===== src/rtl/sdram_pwr_pkg.sv =====
package sdram_pwr_pkg;

  typedef enum logic [2:0] {
    ST_IDLE = 3'd0,
    ST_MRS  = 3'd1,
    ST_SRE  = 3'd2,
    ST_STBY = 3'd3,
    ST_AREF = 3'd4
  } seqState_t;

  // strobes from control to datapath
  typedef struct packed {
    logic mrsTaken;
    logic cntClr;
    logic cntInc;
  } seqStrobe_t;

  // status from datapath to control
  typedef struct packed {
    logic enable;
    logic srAny;
    logic mrsPending;
    logic burstLast;
  } seqStatus_t;

  localparam int MODE_EN   = 0;
  localparam int MODE_SRA  = 1;
  localparam int MODE_PSEL = 2;
  localparam int MODE_PVAL = 3;
  localparam int MODE_WAIT = 4;
  localparam int MODE_DDR  = 5;
  localparam int MODE_DBG  = 6;
  localparam int MODE_BITS = 7;
  localparam int CFG_SRB   = 0;

endpackage


===== src/rtl/sdram_pwr_dp.sv =====
module sdram_pwr_dp
  import sdram_pwr_pkg::*;
#(
  parameter int REG_W = 8,
  parameter int NREF  = 4
) (
  input  logic             clk,
  input  logic             rstN,
  input  logic             memClk,
  input  logic             regWrEn,
  input  logic             regSel,
  input  logic [REG_W-1:0] regWrData,
  input  seqStrobe_t       strobe,
  output seqStatus_t       status,
  output logic [REG_W-1:0] regRdData,
  output logic             sdClkPin
);

  localparam int CNT_W = (NREF > 1) ? $clog2(NREF) : 1;
  localparam logic [CNT_W-1:0] CNT_LAST = CNT_W'(NREF - 1);

  logic [MODE_BITS-1:0] modeBits;
  logic                 cfgSrB;
  logic                 mrsOwed;
  logic [CNT_W-1:0]     burstCnt;
  logic                 modeWr;
  logic                 cfgWr;
  logic                 enRise;

  assign modeWr = regWrEn && !regSel;
  assign cfgWr  = regWrEn && regSel;
  assign enRise = modeWr && regWrData[MODE_EN] && !modeBits[MODE_EN];

  always_ff @(posedge clk) begin
    if (!rstN) begin
      modeBits <= '0;
      cfgSrB   <= 1'b0;
    end else begin
      if (modeWr) modeBits <= regWrData[MODE_BITS-1:0];
      if (cfgWr)  cfgSrB   <= regWrData[CFG_SRB];
    end
  end

  // owed mode-register set: set on enable rise, dropped on disable or start
  always_ff @(posedge clk) begin
    if (!rstN) begin
      mrsOwed <= 1'b0;
    end else if (enRise) begin
      mrsOwed <= 1'b1;
    end else if (!modeBits[MODE_EN] || strobe.mrsTaken) begin
      mrsOwed <= 1'b0;
    end
  end

  always_ff @(posedge clk) begin
    if (!rstN || strobe.cntClr) begin
      burstCnt <= '0;
    end else if (strobe.cntInc) begin
      burstCnt <= burstCnt + 1'b1;
    end
  end

  always_comb begin
    regRdData = '0;
    if (regSel) begin
      regRdData[CFG_SRB] = cfgSrB;
    end else begin
      regRdData[MODE_BITS-1:0] = modeBits;
    end
  end

  assign sdClkPin = modeBits[MODE_PSEL] ? modeBits[MODE_PVAL] : memClk;

  assign status.enable     = modeBits[MODE_EN];
  assign status.srAny      = modeBits[MODE_SRA] | cfgSrB;
  assign status.mrsPending = mrsOwed;
  assign status.burstLast  = (burstCnt == CNT_LAST);

endmodule


===== src/rtl/sdram_pwr_ctrl.sv =====
module sdram_pwr_ctrl
  import sdram_pwr_pkg::*;
(
  input  logic       clk,
  input  logic       rstN,
  input  seqStatus_t status,
  input  logic       mrsAck,
  input  logic       srEntryAck,
  input  logic       arefAck,
  output seqStrobe_t strobe,
  output logic       mrsReq,
  output logic       srEntryReq,
  output logic       arefReq,
  output logic       inStandby
);

  seqState_t curState;
  seqState_t nxtState;

  always_comb begin
    nxtState = curState;
    strobe   = '0;
    unique case (curState)
      ST_IDLE: begin
        strobe.cntClr = 1'b1;
        if (status.enable && status.mrsPending) begin
          nxtState        = ST_MRS;
          strobe.mrsTaken = 1'b1;
        end else if (status.enable && status.srAny) begin
          nxtState = ST_SRE;
        end
      end
      ST_MRS:  if (mrsAck) nxtState = ST_IDLE;
      ST_SRE:  if (srEntryAck) nxtState = ST_STBY;
      ST_STBY: begin
        strobe.cntClr = 1'b1;
        if (!status.srAny) nxtState = ST_AREF;
      end
      ST_AREF: begin
        if (arefAck) begin
          if (status.burstLast) nxtState = ST_IDLE;
          else strobe.cntInc = 1'b1;
        end
      end
      default: nxtState = ST_IDLE;
    endcase
  end

  always_ff @(posedge clk) begin
    if (!rstN) curState <= ST_IDLE;
    else       curState <= nxtState;
  end

  assign mrsReq     = (curState == ST_MRS);
  assign srEntryReq = (curState == ST_SRE);
  assign arefReq    = (curState == ST_AREF);
  assign inStandby  = (curState == ST_STBY);

endmodule


===== src/rtl/sdram_pwr_seq.sv =====
module sdram_pwr_seq
  import sdram_pwr_pkg::*;
#(
  parameter int REG_W = 8,
  parameter int NREF  = 4
) (
  input  logic             clk,
  input  logic             rstN,
  input  logic             memClk,
  input  logic             regWrEn,
  input  logic             regSel,
  input  logic [REG_W-1:0] regWrData,
  output logic [REG_W-1:0] regRdData,
  input  logic             mrsAck,
  input  logic             srEntryAck,
  input  logic             arefAck,
  output logic             mrsReq,
  output logic             srEntryReq,
  output logic             arefReq,
  output logic             inStandby,
  output logic             sdClkPin
);

  seqStrobe_t strobe;
  seqStatus_t status;
  logic       ctlEnable;
  logic       srAny;

  sdram_pwr_dp #(.REG_W(REG_W), .NREF(NREF)) dpI (
    .clk(clk), .rstN(rstN), .memClk(memClk),
    .regWrEn(regWrEn), .regSel(regSel), .regWrData(regWrData),
    .strobe(strobe), .status(status),
    .regRdData(regRdData), .sdClkPin(sdClkPin)
  );

  sdram_pwr_ctrl ctrlI (
    .clk(clk), .rstN(rstN), .status(status),
    .mrsAck(mrsAck), .srEntryAck(srEntryAck), .arefAck(arefAck),
    .strobe(strobe),
    .mrsReq(mrsReq), .srEntryReq(srEntryReq), .arefReq(arefReq),
    .inStandby(inStandby)
  );

  assign ctlEnable = status.enable;
  assign srAny     = status.srAny;

endmodule


===== config.mk =====
export PLATFORM = sky130hd
export DESIGN_NAME = sdram_pwr_seq
export DESIGN_NICKNAME = d
export VERILOG_FILES = /design/src/rtl/sdram_pwr_pkg.sv /design/src/rtl/sdram_pwr_dp.sv /design/src/rtl/sdram_pwr_ctrl.sv /design/src/rtl/sdram_pwr_seq.sv
export SDC_FILE = /design/constraint.sdc
export NUM_CORES = 1
export LEC_CHECK = 0
export BUFFER_PORTS_ARGS = -buffer_cell sky130_fd_sc_hd__buf_4
export CELL_PAD_IN_SITES_DETAIL_PLACEMENT = 1
export CELL_PAD_IN_SITES_GLOBAL_PLACEMENT = 1
export CORE_MARGIN = 2
export CORE_UTILIZATION = 37
export CTS_CLUSTER_DIAMETER = 150
export DETAILED_ROUTE_END_ITERATION = 7
export GPL_TIMING_DRIVEN = 0
export PLACE_DENSITY_LB_ADDON = 0.1
export SLEW_MARGIN = 10
export SYNTH_ARGS = -nofsm -noshare
export SYNTH_HDL_FRONTEND = slang
export SYNTH_SLANG_ARGS = --single-unit

===== constraint.sdc =====
create_clock -name clk -period 3 [get_ports clk]
set_input_delay 0.3 -clock clk [delete_from_list [all_inputs] [get_ports clk]]
set_output_delay 0.3 -clock clk [all_outputs]
set_load 0.02 [all_outputs]

# Word-level counts from Yosys, hierarchy flattened

Index checks and enable logic that the tools add are counted.

Add/sub/neg operators: 1
Eq/ne operators: 11
Multiplexer cells: 19
Bitwise gates (word level): 1
Reduce and logical (&&, ||, !) cells: 15

Operators with widths:

| operator                                                                 | count |
|---|---|
| 3-bit 2-to-1 mux                                                         | 7 |
| 3-bit one-hot mux with 5 select lines                                    | 1 |
| 1-bit 2-to-1 mux                                                         | 10 |
| 2-bit inequality test (second input constant)                            | 4 |
| 3-bit by 2-bit equality test with 1-bit output (second input constant)   | 2 |
| 1-bit logical AND                                                        | 6 |
| 6-bit 2-to-1 mux                                                         | 1 |
| 6-bit AND reduction                                                      | 1 |
| 3-bit by 1-bit equality test with 1-bit output (second input constant)   | 1 |
| 3-bit equality test (second input constant)                              | 1 |
| 1-bit logical NOT                                                        | 3 |
| 3-bit logical NOT                                                        | 1 |
| 3-bit by 1-bit inequality test with 1-bit output (second input constant) | 1 |
| 2-bit by 1-bit adder with 2-bit output (second input constant)           | 1 |
| 2-bit equality test (second input constant)                              | 1 |
| 1-bit logical OR                                                         | 2 |
| 2-bit by 1-bit inequality test with 1-bit output (second input constant) | 1 |
| 2-bit nonzero test                                                       | 1 |
| 2-bit OR reduction                                                       | 1 |
| 1-bit OR                                                                 | 1 |

Register bits: 14
Input port bits: 16
Logic and storage cells: 52

# Logic depth before layout (Yosys ltp)

Depth in word-level cells: 6
Depth in mapped cells: 4
Depth with buffers taken out: 4

# Hierarchy

Synthesis repeated with hierarchy kept, for this count alone.

Cells, all modules: 93
Area total of the unflattened synthesis: 884.6 µm²

By module, submodules not included:

| module         | instances | cells each | area each (µm²) |
|---|---|---|---|
| sdram_pwr_dp   | 1         | 54         | 565.5 |
| sdram_pwr_ctrl | 1         | 39         | 319.1 |

# Worst setup path before layout

Ideal clock, no wire load.

Kind: flip-flop to output port
Start point: reg ctrlI.curState[0]
End point: out mrsReq
Arrival: 1.190 ns
Required time: 2.700 ns
Slack: 1.510 ns
Cell stages (with the launch flop): 3
Buffers on the path: 1
Cells stage by stage: dfxtp_1 clkbuf_1 nor3b_1

Longest elaborated chain between the ends: 1

Ends and longest elaborated chain:

| what                                           | line                 | text |
|---|---|---|
| start, declared                                | sdram_pwr_ctrl.sv:17 | `seqState_t curState;` |
| start signal, assigned                         | sdram_pwr_ctrl.sv:51 | `else curState <= nxtState;` |
| 3-bit by 1-bit equality test with 1-bit output | sdram_pwr_ctrl.sv:54 | `assign mrsReq = (curState == ST_MRS);` |
| end, declared                                  | sdram_pwr_seq.sv:17  | `output logic mrsReq,` |

No other way between the ends.

# Worst setup path in the final report

Start point: reg ctrlI.curState[1]
End point: out srEntryReq

Longest elaborated chain between the ends: 1

Ends and longest elaborated chain:

| what                                           | line                 | text |
|---|---|---|
| 3-bit by 2-bit equality test with 1-bit output | sdram_pwr_ctrl.sv:55 | `assign srEntryReq = (curState == ST_SRE);` |
| end, declared                                  | sdram_pwr_seq.sv:18  | `output logic srEntryReq,` |

No other way between the ends.

==> reports/qor.txt <==
status = finished, final reports clean
io pins = 29
Worst Path Class, Setup = register to primary output
Initial Utilization = 39.7%
1st-pass router iterations = 3
root buffer cell = clkbuf_4
largest area contributor in the netlist = dfxtp_1
largest stage delay on the critical path = 370 ps
Max VDD drop = 0.213 mV
switching share of power = 25.6%
hold crit path type = primary input to register
Iter 0 DRT Violations = 3
CTS tree = done
largest net degree at the start of global routing = 11
fin nets = 134
main flop type after synthesis = dfxtp_1
clock tree buffer depth = 2
WP data required = 2700 ps
global route total overflow = 0
post-synth cell types = 36
Post-synth EDFFs = 0
TritonCTS Buffers = 3
DIE HEIGHT = 50.1 um
Area growth, synth to finish = 33.7%
setup TNS = 0 ps
vias in the first global route = 681
core area = 0.00198 mm^2
critical path peak fanout = 10
Routed wire per std cell = 12.9 um
clk sinks = 14
vias = 690
CP Data Arrival Time = 1500 ps
CP Cell Sequence = clkbuf_1, and2b_2, nor2b_1, buf_4
total track usage = 16.0%
CP Capture Type = primary output
antenna fix cells = 0
design area = 0.00105 mm^2
Comb power frac = 19.0%
syn_nets = 103
ys async rst share = 0%
clk slew on worst S/H paths = 90 ps
synth warn = 0
Layout Skew = 0.578 ps
Post-CTS Hold Fix Bufs = 0
Routed Antenna Nets = 0
CP startpoint kind = register
Yosys reg bits = 14
Die Wd = 50.1 um
post-synthesis sequential area ratio = 35.6%
Crit path max-delay family = buffers and inverters
cts repair resizes = 0
Mapped Area = 787 um^2
static leakage = 0.478 nW
first-pass GRT wire length = 3010 um
syn avg cell area = 9.15 um^2
P_int = 0.309 mW
hpwl dp = 1440 um
placed cell area = 0.00102 mm^2
post-DR vias/cell = 4.83
top-count cell post-synth = nor2b_1
Synth area leaders = dfxtp_1, nor2b_1, mux2i_1
highest clock rate = 0.555 GHz
layout cell share with drive strength beyond 1 = 32.8%
Mapped Cells = 86
fin crit share = 60.1%
post-CTS setup repair buffer count = 0
RSZ-0062 raised after global routing = no
WL final = 1850 um
max-slew violations = 0
H-tree lvl count = 1
# DRC = 0
maxcap violations = 0
sequential share of power = 48.2%
die area = 0.00251 mm^2
placer's final routability congestion estimate = 0.785
I/O Buffers = 26
Switch Pwr = 0.106 mW
setup ws final = 1200 ps
Clock power frac = 32.7%
FP Rows = 16
final setup fails = 0
Synth top cells by count = nor2b_1, dfxtp_1, mux2i_1
Final Hold Vio Count = 0
Crit-path slowest cell = dfxtp_1
power per cell area = 395 mW/mm^2
initial antenna violation count = 0
top cell type's share of synthesized area = 35.6%
crit path time final = 1800 ps
Critical path buffers and inverters = 2
Clk Latency, worst-skew pair = 270 ps
Post-Place Setup Slack = 1500 ps
## flip-flops by register name (all words and copies together) (netlist names)
signal and flops:
ctrlI.curState 3, dpI.burstCnt 2, dpI.cfgSrB 1, dpI.modeBits 7, dpI.mrsOwed 1
## cell usage in the layout (no fill, tap or decap), drive strengths merged, types with 2 or more instances in the layout
cell    instances
a21oi           2
buf            28
clkbuf          7
dfxtp          14
mux2            2
mux2i           9
nand2           3
nand2b          5
nand3b          2
nor2            2
nor2b          16
o21ai           3
or3b            3
## layer usage
layer  routed length (um)  track usage, %  part of all wire [%]  vias up
met3                   95            3.33                   5.1        2
met5                    0               0                     0        -
met2                  939            26.1                    51       19
li1                     -               -                     -      359
met4                   17            6.94                  0.92        0
met1                  794            20.1                    43      310
## final timing paths
| check | from | endpoint | slack [ps] | cells past startpoint |
|---|---|---|---|---|
| min | regWrData[2] | dpI.modeBits[2] | 280 | 3 |
| max | ctrlI.curState[1] | srEntryReq | 1200 | 4 |
| max reg2reg | ctrlI.curState[2] | dpI.burstCnt[0] | 1560 | 3 |
| min reg2reg | dpI.burstCnt[0] | dpI.burstCnt[0] | 500 | 2 |
## cells by family after synthesis
logic type	share of synthesized area [%]
AOI/OAI and AO/OA	11.8
xor gates and xnor gates	1.11
adders and majority gates	1.59
buffers and inverters	3.50
DFF	35.6
muxes	14.3
other	0.476
and+or+nand+nor	31.6
## layout make-up
cell class | count | area [um^2]
fillers | 250 | 930
well taps | 27 | 33.8
repair buffers | 26 | 195
inverters | 1 | 3.75
multi-input cells | 66 | 479
plain buffers | 5 | 23.8
clock buffers | 4 | 36.3
flip-flops and latches | 14 | 280
## power groups by stage
stage | logic [mW] | registers [mW] | clock network, mW
final | 0.0791 | 0.200 | 0.136
after global routing | 0.0867 | 0.202 | 0.152
after CTS | 0.0803 | 0.200 | 0.142
after detailed placement | 0.0800 | 0.205 | 0
after global placement | 0.0784 | 0.204 | 0
after floorplan | 0.0473 | 0.202 | 0
## worst register-to-register path: cells and delay by family (launching register included)
| kind | cells | cell delay [ps] |
|---|---|---|
| compound gates | 1 | 150 |
| flops | 1 | 450 |
| simple gates | 2 | 780 |
## per-stage QoR
stage                     cells  util [%]  total power, mW  hold WS [ps]
final                       143      53.1            0.415           275
after floorplan              86         -            0.250           452
after detailed placement    139      51.3            0.285           492
after global placement      139      51.3            0.282           475
after CTS                   143      53.1            0.423           270
after global routing        143      53.1            0.440           287
Note: power is estimated with default switching activity, not from simulation.
